**src/rtl/hub_pkg.sv**
```systemverilog
package hub_pkg;

  // word index of each register in the shared block
  typedef enum logic [5:0] {
    GR_CLKEN  = 6'd0,
    GR_START  = 6'd1,
    GR_STOP   = 6'd2,
    GR_GOHALT = 6'd3
  } genReg_e;

  // decoded command handed from control to datapath
  typedef struct packed {
    logic wrClkEn;
    logic rdClkEn;
    logic wrStart;
    logic wrStop;
    logic wrGoHalt;
    logic rdCh;
    logic chSel;
    logic err;
  } hubCmd_t;

  localparam int WIN_SHIFT = 8;   // 64 words of 4 bytes per window
  localparam int HALF_W    = 16;  // stop bits start here in the combined word

endpackage

```
**src/rtl/hub_ctrl.sv**
```systemverilog
module hub_ctrl
  import hub_pkg::*;
#(
  parameter int N_CH   = 4,
  parameter int ADDR_W = 13,
  localparam int IDX_W = (N_CH > 1) ? $clog2(N_CH) : 1
) (
  input  logic              busReq,
  input  logic              busWe,
  input  logic [ADDR_W-1:2] busAddrW,
  output hubCmd_t           cmd,
  output logic [N_CH-1:0]   chOneHot,
  output logic [IDX_W-1:0]  chIdx
);

  localparam int REG_W = ADDR_W - WIN_SHIFT;

  logic [REG_W-1:0] region;
  logic [5:0]       word;
  logic             inGen;
  logic             inCh;

  assign region = busAddrW[ADDR_W-1:WIN_SHIFT];
  assign word   = busAddrW[WIN_SHIFT-1:2];
  assign inGen  = (region == '0);
  assign inCh   = !inGen && (region <= REG_W'(N_CH));

  // one select line per channel window
  for (genvar k = 0; k < N_CH; k++) begin : g_sel
    assign chOneHot[k] = busReq && (region == REG_W'(k + 1));
  end

  always_comb begin
    chIdx = '0;
    for (int k = 0; k < N_CH; k++) begin
      if (chOneHot[k]) chIdx = IDX_W'(k);
    end
  end

  always_comb begin
    cmd = '0;
    if (busReq) begin
      if (inGen) begin
        case (word)
          GR_CLKEN: begin
            cmd.wrClkEn = busWe;
            cmd.rdClkEn = !busWe;
          end
          GR_START:  cmd.wrStart  = busWe;
          GR_STOP:   cmd.wrStop   = busWe;
          GR_GOHALT: cmd.wrGoHalt = busWe;
          default:   cmd.err      = 1'b1;
        endcase
      end else if (inCh) begin
        cmd.chSel = 1'b1;
        cmd.rdCh  = !busWe;
      end else begin
        cmd.err = 1'b1;
      end
    end
  end

endmodule

```
**src/rtl/hub_dp.sv**
```systemverilog
module hub_dp
  import hub_pkg::*;
#(
  parameter int N_CH   = 4,
  parameter int DATA_W = 32,
  localparam int IDX_W = (N_CH > 1) ? $clog2(N_CH) : 1
) (
  input  logic                   clk,
  input  logic                   rstN,
  input  logic                   busReq,
  input  logic [DATA_W-1:0]      busWdata,
  input  hubCmd_t                cmd,
  input  logic [IDX_W-1:0]       chIdx,
  input  logic [N_CH*DATA_W-1:0] chRdata,
  output logic [N_CH-1:0]        clkEn,
  output logic [N_CH-1:0]        startStb,
  output logic [N_CH-1:0]        stopStb,
  output logic [DATA_W-1:0]      busRdata,
  output logic                   busReady,
  output logic                   busErr
);

  logic [N_CH-1:0]   startMask;
  logic [N_CH-1:0]   stopMask;
  logic [DATA_W-1:0] rdNext;

  assign startMask = ({N_CH{cmd.wrStart | cmd.wrGoHalt}} & busWdata[N_CH-1:0]);
  assign stopMask  = ({N_CH{cmd.wrStop}}  & busWdata[N_CH-1:0])
                   | ({N_CH{cmd.wrGoHalt}} & busWdata[HALF_W +: N_CH]);

  // per-channel enable and strobe flops
  for (genvar k = 0; k < N_CH; k++) begin : g_ch
    always_ff @(posedge clk or negedge rstN) begin
      if (!rstN) begin
        clkEn[k]    <= 1'b0;
        startStb[k] <= 1'b0;
        stopStb[k]  <= 1'b0;
      end else begin
        if (cmd.wrClkEn) clkEn[k] <= busWdata[k];
        stopStb[k]  <= stopMask[k];
        startStb[k] <= startMask[k] && clkEn[k] && !stopMask[k];
      end
    end
  end

  always_comb begin
    rdNext = '0;
    if (cmd.rdClkEn) rdNext = DATA_W'(clkEn);
    else if (cmd.rdCh) rdNext = chRdata[chIdx*DATA_W +: DATA_W];
  end

  always_ff @(posedge clk or negedge rstN) begin
    if (!rstN) begin
      busReady <= 1'b0;
      busErr   <= 1'b0;
      busRdata <= '0;
    end else begin
      busReady <= busReq;
      busErr   <= cmd.err;
      busRdata <= rdNext;
    end
  end

endmodule

```
**src/rtl/chan_ctrl_hub.sv**
```systemverilog
module chan_ctrl_hub
  import hub_pkg::*;
#(
  parameter int N_CH   = 4,
  parameter int DATA_W = 32,
  parameter int ADDR_W = 13
) (
  input  logic                   clk,
  input  logic                   rstN,
  input  logic                   busReq,
  input  logic                   busWe,
  input  logic [ADDR_W-1:0]      busAddr,
  input  logic [DATA_W-1:0]      busWdata,
  output logic [DATA_W-1:0]      busRdata,
  output logic                   busReady,
  output logic                   busErr,
  output logic [N_CH-1:0]        chReq,
  output logic                   chWe,
  output logic [5:0]             chAddr,
  output logic [DATA_W-1:0]      chWdata,
  input  logic [N_CH*DATA_W-1:0] chRdata,
  output logic [N_CH-1:0]        clkGateEn,
  output logic [N_CH-1:0]        startStb,
  output logic [N_CH-1:0]        stopStb
);

  localparam int IDX_W = (N_CH > 1) ? $clog2(N_CH) : 1;

  hubCmd_t          cmd;
  logic [IDX_W-1:0] chIdx;
  logic [1:0]       unusedAddrLsb;

  assign unusedAddrLsb = busAddr[1:0];
  assign chWe          = busWe;
  assign chAddr        = busAddr[WIN_SHIFT-1:2];
  assign chWdata       = busWdata;

  hub_ctrl #(.N_CH(N_CH), .ADDR_W(ADDR_W)) u_ctrl (
    .busReq   (busReq),
    .busWe    (busWe),
    .busAddrW (busAddr[ADDR_W-1:2]),
    .cmd      (cmd),
    .chOneHot (chReq),
    .chIdx    (chIdx)
  );

  hub_dp #(.N_CH(N_CH), .DATA_W(DATA_W)) u_dp (
    .clk      (clk),
    .rstN     (rstN),
    .busReq   (busReq),
    .busWdata (busWdata),
    .cmd      (cmd),
    .chIdx    (chIdx),
    .chRdata  (chRdata),
    .clkEn    (clkGateEn),
    .startStb (startStb),
    .stopStb  (stopStb),
    .busRdata (busRdata),
    .busReady (busReady),
    .busErr   (busErr)
  );

endmodule

```
**config.mk**
```make
export PLATFORM = sky130hd
export DESIGN_NAME = chan_ctrl_hub
export DESIGN_NICKNAME = d
export VERILOG_FILES = /design/src/rtl/hub_pkg.sv /design/src/rtl/hub_ctrl.sv /design/src/rtl/hub_dp.sv /design/src/rtl/chan_ctrl_hub.sv
export SDC_FILE = /design/constraint.sdc
export NUM_CORES = 1
export LEC_CHECK = 0
export BUFFER_PORTS_ARGS = -buffer_cell sky130_fd_sc_hd__buf_2
export CORE_AREA = 2 2 102 104
export CTS_CLUSTER_SIZE = 16
export DETAILED_ROUTE_END_ITERATION = 8
export DIE_AREA = 0 0 104 106
export MAX_ROUTING_LAYER = met4
export PLACE_DENSITY = 0.65
export SLEW_MARGIN = 20
export SYNTH_ARGS = -nofsm -noshare
export SYNTH_HDL_FRONTEND = slang
export SYNTH_SLANG_ARGS = --single-unit
```
**constraint.sdc**
```tcl
create_clock -name clk -period 2.6 [get_ports clk]
set_input_delay 0.26 -clock clk [delete_from_list [all_inputs] [get_ports clk]]
set_output_delay 0.26 -clock clk [all_outputs]
set_load 0.005 [all_outputs]
```
==> metrics.md, run 1 <==
| Metric | Value |
|---|---|
| Avg Inst Size Synth | `9.44 um^2` |
| Full die area | `roughly 0.011 mm^2` |
| GPL Wtd Cong | `just under 0.8` |
| Total CTS buffers | `5` |
| Post-route antenna net violation count | `0` |
| LEAKAGE | `~2.1 nW` |
| Die outline width | `roughly 100 um` |
| Detailed Routing Iterations Pass 1 | `4` |
| Post-Syn Area | `around 0.0029 mm^2` |
| Unrepaired setup endpoints after global routing | `false` |
| Post-synth top area share | `between 40% and 50%` |
| Compound-gate portion of the synthesized area | `between 20% and 30%` |
| Final setup viols | `0` |
| FMAX | `just under 500 MHz` |
| Final period utilization | `about four fifths` |
| Die height | `between 100 and 150 um` |
| Area Growth Syn to Fin | `36.7%` |
| Yosys warnings | `0` |
| CP arrival | `around 1.8 ns` |
| Hold_buf cts | `1` |
| Post-Synth Simple-Gate Area | `between 10% and 20%` |
| Final wirelength | `around 10 mm` |
| Largest cells by area after synthesis | `dfrtp_1 (40%), a211oi_1 (16%), buf_4 (11%), and3_1 (6.5%), o22ai_1 (6.3%)` |
| Highest Signal Layer | `met4` |
| Metal1 wirelength | `between 4 and 5 mm` |
| Mux contribution to synthesized area | `between 4 and 5%` |
| Fin. max-slew vios | `0` |
| Clock skew | `between 0.005 and 0.006 ns` |
| Max rail drop VDD | `between 0.00015 and 0.0002 V` |
| Post-synthesis sequential area ratio | `between 40% and 50%` |
| ANT cells | `0` |
| Max-Cap Viols | `0` |
| Residual DRC count | `0` |
| Initial antenna violation count | `0` |
| GRT overflow | `0` |
| Vias in the first global route | `3113` |
| Clk buf depth | `2` |
| Max_slew headroom | `~33%` |
| Largest family of logic cells by synthesized area | `compound AO/OA/AOI/OAI gates` |
| Via density | `slightly above 5` |
| DR WL/cell | `between 15 and 20 um` |
| Setup CP Type | `in -> out` |
| CTS Sinks | `46` |
| Met3 wire len | `between 600 and 700 um` |
| Synth area leader | `dfrtp_1` |
| Fin crit period | `2.03 ns` |
| Post-synthesis xor/xnor area fraction | `less than 1%` |
| Mapped Nets | `between 400 and 500` |
| Slew @ Worst Pin | `~1.0 ns` |
| Clk Tree Root Cell | `clkbuf_8` |
| Adder-Cell Fraction of Synth Area | `0%` |
| Crit start category | `primary input` |
| Hold Fails Final Rpt | `0` |
| Pwr/cell area | `390 mW/mm^2` |
| Pin count of the biggest net entering global routing | `55` |
| Core Box Area | `between 0.009 and 0.01 mm^2` |
| Unique cell type count in the Yosys netlist | `34` |
| Critical Path RT | `approximately 2.3 ns` |
| IO Pins | `approximately 270` |
| Worst-skew pair later-pin latency | `about 0.3 ns` |
| Starting Density | `between 20% and 30%` |
| Hold crit path type | `in -> reg` |
| Global-route usage over all layers | `a little under a fifth` |
| Final HPWL DP | `around 7.8 mm` |
| 1st-iter DRT viols | `between 200 and 250` |
| First-pass GRT wire length | `16.1 mm` |
| FF+latch count, synth | `46` |
| # nets final | `between 600 and 700` |
| Post-Syn Instances | `~300` |
| Clock transition at path regs | `0.09 ns` |
| Met2 Wirelength | `5.27 mm` |
| PortBufs | `roughly 220` |
| Crit-path max FO | `26` |
| Setup bufs post-CTS | `0` |
| Post-CTS sizing | `0` |
| Fin util | `between 30% and 40%` |
| H-tree levels | `2` |
| CTS tree | `done` |
| Fraction of layout cells with a size suffix above 1 | `52.4%` |
| CP Capture Type | `primary output` |
| Vias | `slightly above 3000` |
| Row count | `37` |
| Status | `finished, final reports clean` |
| Total negative slack | `0 ns` |
## state kept, by name, indices dropped and copies added, names as in the netlist
name and count:
u_dp.busRdata 32, u_dp.clkEn 4, u_dp.startStb 4, u_dp.stopStb 4
u_dp.busErr 1, u_dp.busReady 1
## power by group
group          switching (mW)  total, mW  internal [mW]
Clock                   0.242      0.530          0.288
Combinational           0.137      0.274          0.137
Sequential            0.00212      0.725          0.723
Total                   0.381       1.53           1.15
## cells in the mapped netlist, drive strengths merged
| cell | instances |
|---|---|
| xor2 | 1 |
| nor4 | 3 |
| nor4b | 2 |
| nand2 | 18 |
| dfrtp | 46 |
| or4 | 1 |
| or4b | 1 |
| o211ai | 6 |
| and3 | 30 |
| nor3 | 3 |
| a21o | 1 |
| nand3b | 1 |
| o21ai | 2 |
| o2111ai | 2 |
| clkbuf | 21 |
| a21oi | 1 |
| o31a | 1 |
| or3 | 2 |
| a21boi | 1 |
| or2 | 1 |
| or3b | 2 |
| mux2i | 7 |
| a211oi | 60 |
| mux2 | 4 |
| buf | 46 |
| nand2b | 1 |
| inv | 1 |
| o21bai | 2 |
| nor2 | 8 |
| o22ai | 29 |
## layout by cell type (no fill, tap or decap), types with 2 or more instances in the layout
| master | instances |
|---|---|
| buf_2 | 215 |
| a211oi_1 | 60 |
| dfrtp_1 | 46 |
| and3_1 | 30 |
| o22ai_1 | 29 |
| nand2_1 | 17 |
| buf_4 | 12 |
| mux2i_1 | 7 |
| nor2_1 | 7 |
| o211ai_1 | 6 |
| clkbuf_8 | 5 |
| mux2_2 | 4 |
| nor3_1 | 3 |
| nor4_1 | 2 |
| or3b_2 | 2 |
| o21ai_0 | 2 |
| o21bai_1 | 2 |
| o2111ai_1 | 2 |
| clkbuf_1 | 2 |
## cell families (layout without fill, tap and decap cells)
kind of cell | count (synthesis) | count (layout)
XOR/XNOR | 1 | 1
AND/OR/NAND/NOR | 73 | 73
multiplexers | 11 | 11
AO/OA/AOI/OAI | 105 | 105
buffers and inverters | 68 | 237
flip-flops | 46 | 46
## final timing paths
kind,cells after the start,slack [ns],end,startpoint
worst min-delay path,1,0.11,u_dp.busReady$_DFF_PN0_,busReq
max in group asynchronous,3,1.43,u_dp.busRdata[1]$_DFF_PN0_,rstN
min in group asynchronous,2,0.40,u_dp.clkEn[3]$_DFFE_PN0P_,rstN
worst max register to register,1,1.78,u_dp.clkEn[2]$_DFFE_PN0P_,u_dp.clkEn[2]$_DFFE_PN0P_
worst min register to register,2,0.55,u_dp.startStb[3]$_DFF_PN0_,u_dp.clkEn[3]$_DFFE_PN0P_
worst max-delay path,5,0.57,chReq[1],busAddr[10]
## metal layers
metal / up-vias / track usage, %
li1: 1466 / -
met1: 1464 / 21.4
met2: 148 / 33.5
met3: 28 / 2.76
met4: 0 / 7.34
met5: - / -
## through the flow
step | setup WS, ns | std cells | cell area [um^2] | power, mW | hold WS [ns]
final | 0.567 | 609 | 3930 | 1.53 | 0.112
after global routing | 0.468 | 609 | 3930 | 1.61 | 0.0993
after CTS | 0.562 | 609 | 3930 | 1.55 | 0.103
after detailed placement | 0.306 | 600 | 3810 | 1.01 | 0.170
after global placement | 0.365 | 600 | 3810 | 1.01 | 0.167
after floorplan | 0.584 | 304 | 2870 | 0.876 | -0.0356
## final cells by class
type / count / area [um^2]
well taps: 136 / 170
flip-flops and latches: 46 / 1150
multi-input cells: 190 / 1320
clock inverters: 1 / 30.0
inverters: 1 / 3.75
fillers: 1042 / 6070
clock buffers: 7 / 76.3
repair buffers: 228 / 1180
## critical path, cell delays in order
cell and delay (ns):
buf_2 0.15, or4b_1 0.65, nor2_2 0.19, buf_4 0.32
buf_2 0.18
Note: power is estimated with default switching activity, not from simulation.
==> inputs of run 2 (changes only) <==
--- a/config.mk
+++ b/config.mk
@@ -5,13 +5,14 @@
 export SDC_FILE = /design/constraint.sdc
 export NUM_CORES = 1
 export LEC_CHECK = 0
+export ABC_AREA = 1
 export BUFFER_PORTS_ARGS = -buffer_cell sky130_fd_sc_hd__buf_2
 export CORE_AREA = 2 2 102 104
 export CTS_CLUSTER_SIZE = 16
 export DETAILED_ROUTE_END_ITERATION = 8
 export DIE_AREA = 0 0 104 106
 export MAX_ROUTING_LAYER = met4
-export PLACE_DENSITY = 0.65
+export PLACE_DENSITY = 0.71
 export SLEW_MARGIN = 20
 export SYNTH_ARGS = -nofsm -noshare
 export SYNTH_HDL_FRONTEND = slang
==> constraint.sdc (replaced) <==
create_clock -name clk -period 2 [get_ports clk]
set_input_delay 0.2 -clock clk [delete_from_list [all_inputs] [get_ports clk]]
set_output_delay 0.2 -clock clk [all_outputs]
set_load 0.005 [all_outputs]
==> run 2 against run 1 <==
  * Clock skew is 0.0012 ns higher
  * Highest routed layer unchanged
  * Non-clock buffer count fell by 4
  * Sequential share of layout area shrank 3.6 points
  * Cell area is 14% higher
  * Critical path depth is 1 higher
  * Critical endpoint is now chReq[3]
  * Global-route usage increased by 0.41 points
  * Routed wire length is 0.70% higher
  * Flip-flop and latch count unchanged
  * Largest cell class unchanged
  * Hold slack worse by 0.044 ns
==> metrics.md, run 2 <==
| Metric | Value |
|---|---|
| Avg Inst Size Synth | `around 6.8 um^2` |
| CP delay by family, top | `buffers and inverters` |
| Row count | `37` |
| Placed cell count | `808` |
| Fin. max-slew vios | `0` |
| Setup CP Type | `in -> out` |
| Clk buf depth | `2` |
| H-tree levels | `2` |
| Total CTS buffers | `5` |
| R2R cell count | `2` |
| Initial antenna violation count | `0` |
| FF+latch count, synth | `between 40 and 50` |
| Final period utilization | `65.3%` |
| Synth area leader | `dfrtp_1` |
| Post-route cell area | `roughly 0.0045 mm^2` |
| Unrepaired setup endpoints after global routing | `false` |
| Area Growth Syn to Fin | `28.5%` |
| Crit-path max FO | `30` |
| Yosys warnings | `0` |
| LEAKAGE | `2.86 nW` |
| Detailed Routing Iterations Pass 1 | `6` |
| ANT cells | `0` |
| Hold Fails Final Rpt | `0` |
| Vias | `around 3700` |
| IO Pins | `between 200 and 300` |
| WP buf/inv | `4` |
| Most common cell in the netlist | `nand2_1` |
| Max reg flops | `32` |
| Mapped Nets | `691` |
| R2R Path End | `u_dp.startStb[1]$_DFF_PN0_` |
| Setup bufs post-CTS | `0` |
| Post-CTS sizing | `0` |
| Slowest-stage cell, CP | `buf_4` |
| Core Box Area | `roughly 0.01 mm^2` |
| HP Start | `busReq` |
| Clk Tree Root Cell | `clkbuf_8` |
| Leading cell type in the layout, fill and taps excluded | `buf_2` |
| DR WL/cell | `between 10 and 15 um` |
| Slowest stage delay, CP | `0.26 ns` |
| Final std cells w/o fill | `a little over 800` |
| Worst R2R Setup Slack | `1.29 ns` |
| Clock transition at path regs | `approximately 0.1 ns` |
| Slew @ Worst Pin | `~0.61 ns` |
| Post-route setup slack | `about 0.69 ns` |
| CP most frequent cell | `buf_2` |
| Most frequent cells after synthesis | `nand2_1 (125), inv_1 (103), nand3_1 (73)` |
| Filler instances | `~1100` |
| CTS tree | `done` |
| CTS Sinks | `46` |
| Total negative slack | `0 ns` |
| Die outline width | `roughly 100 um` |
| Hold crit path type | `in -> reg` |
| Mux contribution to synthesized area | `0%` |
| Pwr/cell area | `~440 mW/mm^2` |
| Post-Synth Simple-Gate Area | `a little under two fifths` |
| Compound-gate portion of the synthesized area | `around 4.6%` |
| Placed cell areas | `between 0.004 and 0.005 mm^2` |
| PortBufs | `215` |
| Vias in the first global route | `roughly 3500` |
| Worst-skew pair later-pin latency | `~0.30 ns` |
| Hold_buf cts | `1` |
| Hold path endpoint | `u_dp.busReady$_DFF_PN0_` |
| Crit start category | `primary input` |
| Pre-CTS WS | `about 0.42 ns` |
| Starting Density | `about a third` |
| Largest cells by area after synthesis | `dfrtp_1 (33%), nand2_1 (13%), inv_1 (11%), nand3_1 (10%), buf_4 (9.1%)` |
| First-pass GRT wire length | `about 17 mm` |
| 1st-iter DRT viols | `~180` |
| Final wirelength | `10.5 mm` |
| GPL Wtd Cong | `0.813` |
| # nets final | `between 800 and 900` |
| RR Startpoint | `u_dp.clkEn[1]$_DFFE_PN0P_` |
| Max rail drop VDD | `around 0.00028 V` |
| Post-route antenna net violation count | `0` |
| Global-route usage over all layers | `between 10% and 20%` |
| Post-Syn Instances | `~510` |
| Die height | `106 um` |
| CP Capture Type | `primary output` |
| CP arrival | `1.11 ns` |
| Critical Path RT | `roughly 1.8 ns` |
| Post-synth top area share | `roughly a third` |
| Multi-input gate area in the final layout | `around 0.0015 mm^2` |
| FMAX | `about 770 MHz` |
| Final HPWL DP | `approximately 7.9 mm` |
| Fin crit period | `1.31 ns` |
| Post-Syn Area | `approximately 0.0035 mm^2` |
| Hold Crit Depth | `1` |
| Via density | `roughly 4.6` |
| Max_slew headroom | `59.3%` |
| Adder-Cell Fraction of Synth Area | `0%` |
| Post-synth EDFFs | `0` |
| Clock skew | `between 0.006 and 0.007 ns` |
| Pin count of the biggest net entering global routing | `64` |
| Largest Register | `u_dp.busRdata` |
| Full die area | `between 0.01 and 0.015 mm^2` |
| Largest family of logic cells by synthesized area | `simple AND/OR/NAND/NOR gates` |
| Max-Cap Viols | `0` |
| Status | `finished, final reports clean` |
| Dominant synthesized flop cell | `dfrtp_1` |
| Post-synthesis async set-or-reset flop share | `100%` |
| GRT overflow | `0` |
| Unique cell type count in the Yosys netlist | `24` |
| Final setup viols | `0` |
| Post-synthesis xor/xnor area fraction | `0.252%` |
| Post-synthesis sequential area ratio | `between 30% and 40%` |
| Critical-path cell list | `buf_2, nor2_4, nand3_4, buf_4, inv_1, buf_2` |
| Fraction of layout cells with a size suffix above 1 | `around 36%` |
| Register area | `0.00115 mm^2` |
| Most frequent cells in the layout | `buf_2 (215), nand2_1 (125), inv_1 (103)` |
| Residual DRC count | `0` |
==> run 2: changes by cell type after synthesis, sizes merged, moves of 6 or more <==
cell / before / now
a211oi: 60 / 0
a21oi: 1 / 28
and3: 30 / 0
buf: 46 / 60
clkbuf: 21 / 5
inv: 1 / 107
mux2i: 7 / 0
nand2: 18 / 127
nand3: 0 / 76
nand3b: 1 / 29
nand4: 0 / 13
nor2: 8 / 15
o211ai: 6 / 0
o22ai: 29 / 0
==> run 2: per-layer routing <==
layer	track usage [%]	routed length, um	vias up
li1	-	-	1874
met1	21.9	4270	1679
met2	34.8	5350	141
met3	2.88	655	26
met4	6.18	255	0
met5	-	0	-
==> run 2: power by group <==
part	internal (mW)	switching (mW)
Clock	0.262	0.372
Sequential	0.939	0.00274
Combinational	0.198	0.198
==> run 2: worst max-delay path by stage <==
| stage | startpoint | end | cells past startpoint |
|---|---|---|---|
| 2_1_floorplan | busAddr[11] | u_dp.busRdata[11]$_DFF_PN0_ | 7 |
| 3_3_place_gp | busAddr[9] | u_dp.busRdata[0]$_DFF_PN0_ | 9 |
| 3_5_place_dp | busAddr[9] | u_dp.busRdata[0]$_DFF_PN0_ | 9 |
| 4_1_cts | busAddr[11] | chReq[3] | 6 |
| 5_1_grt | busAddr[9] | u_dp.busRdata[0]$_DFF_PN0_ | 9 |
| 6_report | busAddr[11] | chReq[3] | 6 |
==> run 2: cell families after synthesis <==
group,count (synthesis)
DFF,46
xor gates and xnor gates,1
buffers and inverters,172
and+or+nand+nor,263
AOI/OAI and AO/OA,32
==> run 2: final cells by class <==
type / instances / area share (%)
Multi-Input combinational cell: 296 / 32.8
Timing Repair Buffer: 224 / 26.5
Sequential cell: 46 / 25.7
Inverter: 107 / 8.98
Tap cell: 136 / 3.80
Clock buffer: 5 / 1.54
Clock inverter: 3 / 0.643
==> run 2: through the flow <==
step	power [mW]	hold WS, ns	utilization [%]
after floorplan	1.19	-0.0956	-
after global placement	1.36	0.336	43.7
after detailed placement	1.36	0.334	43.7
after CTS	2.01	0.0568	44.7
after global routing	2.09	0.0495	44.7
final	1.97	0.0682	44.7
==> inputs of run 3 (changes only) <==
--- a/config.mk
+++ b/config.mk
@@ -5,14 +5,14 @@
 export SDC_FILE = /design/constraint.sdc
 export NUM_CORES = 1
 export LEC_CHECK = 0
-export ABC_AREA = 1
+export ABC_AREA = 0
 export BUFFER_PORTS_ARGS = -buffer_cell sky130_fd_sc_hd__buf_2
-export CORE_AREA = 2 2 102 104
+export CORE_AREA = 2 2 104 106
 export CTS_CLUSTER_SIZE = 16
 export DETAILED_ROUTE_END_ITERATION = 8
-export DIE_AREA = 0 0 104 106
+export DIE_AREA = 0 0 106 108
 export MAX_ROUTING_LAYER = met4
-export PLACE_DENSITY = 0.71
+export PLACE_DENSITY = 0.65
 export SLEW_MARGIN = 20
 export SYNTH_ARGS = -nofsm -noshare
 export SYNTH_HDL_FRONTEND = slang
==> constraint.sdc (replaced) <==
create_clock -name clk -period 1.2 [get_ports clk]
set_input_delay 0.12 -clock clk [delete_from_list [all_inputs] [get_ports clk]]
set_output_delay 0.12 -clock clk [all_outputs]
set_load 0.005 [all_outputs]
==> run 3 against run 2 <==
  * The run now ends with negative setup slack left
  * Routed wire length grew 8.1%
  * Global-route usage about the same
  * Clock-buffer cell count increased by 1
  * Hold slack worse by 0.050 ns
  * Flip-flop and latch count stayed put
  * Core utilization rose by 1.7 points
  * Total power is 70% higher
  * Cell area is 6.2% higher
  * Sequential share of layout area fell by 1.5 points
  * Register-to-register slack got worse by 0.93 ns
  * Largest cell class is now buffers
  * Largest power group unchanged
  * Highest routed layer unchanged
==> metrics.md, run 3 (same netlist as run 1, synthesis figures left out) <==
| Metric | Value |
|---|---|
| Leading cell type in the layout, fill and taps excluded | `buf_2` |
| Fraction of layout cells with a size suffix above 1 | `~65%` |
| Fin crit period | `1.55 ns` |
| Status | `complete, but fails checks` |
| Fin. max-slew vios | `0` |
| DR WL/cell | `approximately 17 um` |
| Total CTS buffers | `5` |
| Post-route antenna net violation count | `0` |
| Vias | `3306` |
| CTS tree | `done` |
| Post-route setup slack | `-0.349 ns` |
| Hold path endpoint | `u_dp.startStb[1]$_DFF_PN0_` |
| RR Startpoint | `u_dp.clkEn[2]$_DFFE_PN0P_` |
| 1st-iter DRT viols | `244` |
| R2R cell count | `1` |
| Residual DRC count | `0` |
| Die height | `between 100 and 150 um` |
| HP Start | `busWdata[17]` |
| Crit-path max FO | `4` |
| Row count | `37` |
| Filler instances | `996` |
| Final HPWL DP | `8.29 mm` |
| Pre-CTS WS | `-0.724 ns` |
| Final wirelength | `11.4 mm` |
| FMAX | `between 600 and 700 MHz` |
| Hold Crit Depth | `2` |
| Hold crit path type | `in -> reg` |
| Clk Tree Root Cell | `clkbuf_8` |
| Setup CP Type | `in -> reg` |
| Final period utilization | `129%` |
| Clk buf depth | `2` |
| Pwr/cell area | `about 710 mW/mm^2` |
| Area Growth Syn to Fin | `65.4%` |
| CP Capture Type | `flip-flop` |
| First-pass GRT wire length | `16.9 mm` |
| H-tree levels | `2` |
| Via density | `5.08` |
| Starting Density | `between 20% and 30%` |
| Crit start category | `primary input` |
| Worst R2R Setup Slack | `about 0.36 ns` |
| Unrepaired setup endpoints after global routing | `true` |
| Clock transition at path regs | `0.09 ns` |
| # nets final | `slightly below 700` |
| GRT overflow | `0` |
| Most frequent cells in the layout | `buf_2 (212), dfrtp_1 (46), a211oi_1 (40)` |
| Worst-skew pair later-pin latency | `roughly 0.30 ns` |
| CTS Sinks | `46` |
| Max reg flops | `32` |
| Largest Register | `u_dp.busRdata` |
| Max-Cap Viols | `0` |
| Pin count of the biggest net entering global routing | `47` |
| PortBufs | `between 200 and 250` |
| Global-route usage over all layers | `roughly a fifth` |
| CP arrival | `between 1.5 and 2 ns` |
| Fin util | `46.4%` |
| Detailed Routing Iterations Pass 1 | `4` |
| IO Pins | `approximately 270` |
| Vias in the first global route | `around 3400` |
| Core Box Area | `between 0.01 and 0.015 mm^2` |
| Clock skew | `between 0.002 and 0.003 ns` |
| GPL Wtd Cong | `between 0.8 and 0.9` |
| Hold Fails Final Rpt | `0` |
| Max rail drop VDD | `0.000349 V` |
| Hold slack | `approximately 0.018 ns` |
| Die outline width | `roughly 110 um` |
| Full die area | `0.0114 mm^2` |
| LEAKAGE | `between 2 and 2.5 nW` |
| Critical Path RT | `between 1 and 1.5 ns` |
| Initial antenna violation count | `0` |
| Final setup viols | `between 40 and 50` |
| R2R Path End | `u_dp.clkEn[2]$_DFFE_PN0P_` |
| Max_slew headroom | `~73%` |
| Failing checks | `negative setup slack` |
| Slew @ Worst Pin | `0.398 ns` |
run 3: cell count changes in the layout (fill, tap and decap cells not counted), sizes merged, moves of 4 or more:
cell / change
nand3b: -28
buf: +45
nand2: -109
nand3: -76
o22ai: +29
a21oi: -27
nand4: -13
mux2i: +7
and3: +30
mux2: +4
o211ai: +6
a211oi: +60
inv: -108
nor2: -7
run 3: per-layer routing:
metal	track usage, %	vias up	share of wire, %
li1	-	1542	-
met1	22.2	1598	40
met2	33.3	136	51
met3	2.53	30	5.7
met4	8.93	0	3.0
met5	-	-	0
run 3: final cells by class:
| class | instances | area [um^2] | share of cell area (%) |
|---|---|---|---|
| Clock inverter | 2 | 12.5 | 0.264 |
| Antenna cell | 1 | 2.50 | 0.0527 |
| Multi-Input combinational cell | 190 | 1630 | 34.3 |
| Inverter | 1 | 3.75 | 0.0791 |
| Clock buffer | 6 | 82.6 | 1.74 |
| Timing Repair Buffer | 269 | 1700 | 35.7 |
| Tap cell | 136 | 170 | 3.58 |
| Sequential cell | 46 | 1150 | 24.2 |
run 3: worst max path at each step:
stage | slack, ns | end | startpoint
after CTS | -0.36 | u_dp.clkEn[0]$_DFFE_PN0P_ | busAddr[10]
after global placement | -0.70 | u_dp.clkEn[3]$_DFFE_PN0P_ | busAddr[10]
after detailed placement | -0.72 | u_dp.clkEn[2]$_DFFE_PN0P_ | busAddr[10]
final | -0.35 | u_dp.clkEn[3]$_DFFE_PN0P_ | busAddr[11]
after floorplan | -0.66 | u_dp.clkEn[0]$_DFFE_PN0P_ | busAddr[10]
after global routing | -0.38 | u_dp.clkEn[2]$_DFFE_PN0P_ | busAddr[11]
run 3: metrics by stage:
stage          power (mW)  TNS, ns  area, um^2  cells
2_1_floorplan        1.92   -13.40        2990    304
3_3_place_gp         2.26   -25.27        4130    625
3_5_place_dp         2.27   -26.52        4130    625
4_1_cts              3.36    -9.58        4550    645
5_1_grt              3.53   -14.48        4750    650
6_report             3.35   -12.41        4750    651
run 3: power breakdown:
group	total [mW]	switching, mW	internal (mW)
clock network	1.01	0.547	0.464
logic	0.771	0.367	0.404
registers	1.57	0.00494	1.57
total	3.35	0.919	2.43
run 3: timing repair:
item	4_1_cts	5_1_grt
buffers inserted	9	6
pin swaps	33	20
setup endpoints to repair	48	48
gates resized for setup	40	33
gates cloned	2	0
hold buffers	1	0
hold endpoints to repair	46	0
run 3: worst max-delay path: stages:
cell	delay (ns)
buf_6	0.09
or4b_4	0.53
or3_4	0.39
nor4_4	0.13
buf_4	0.19
mux2_4	0.30
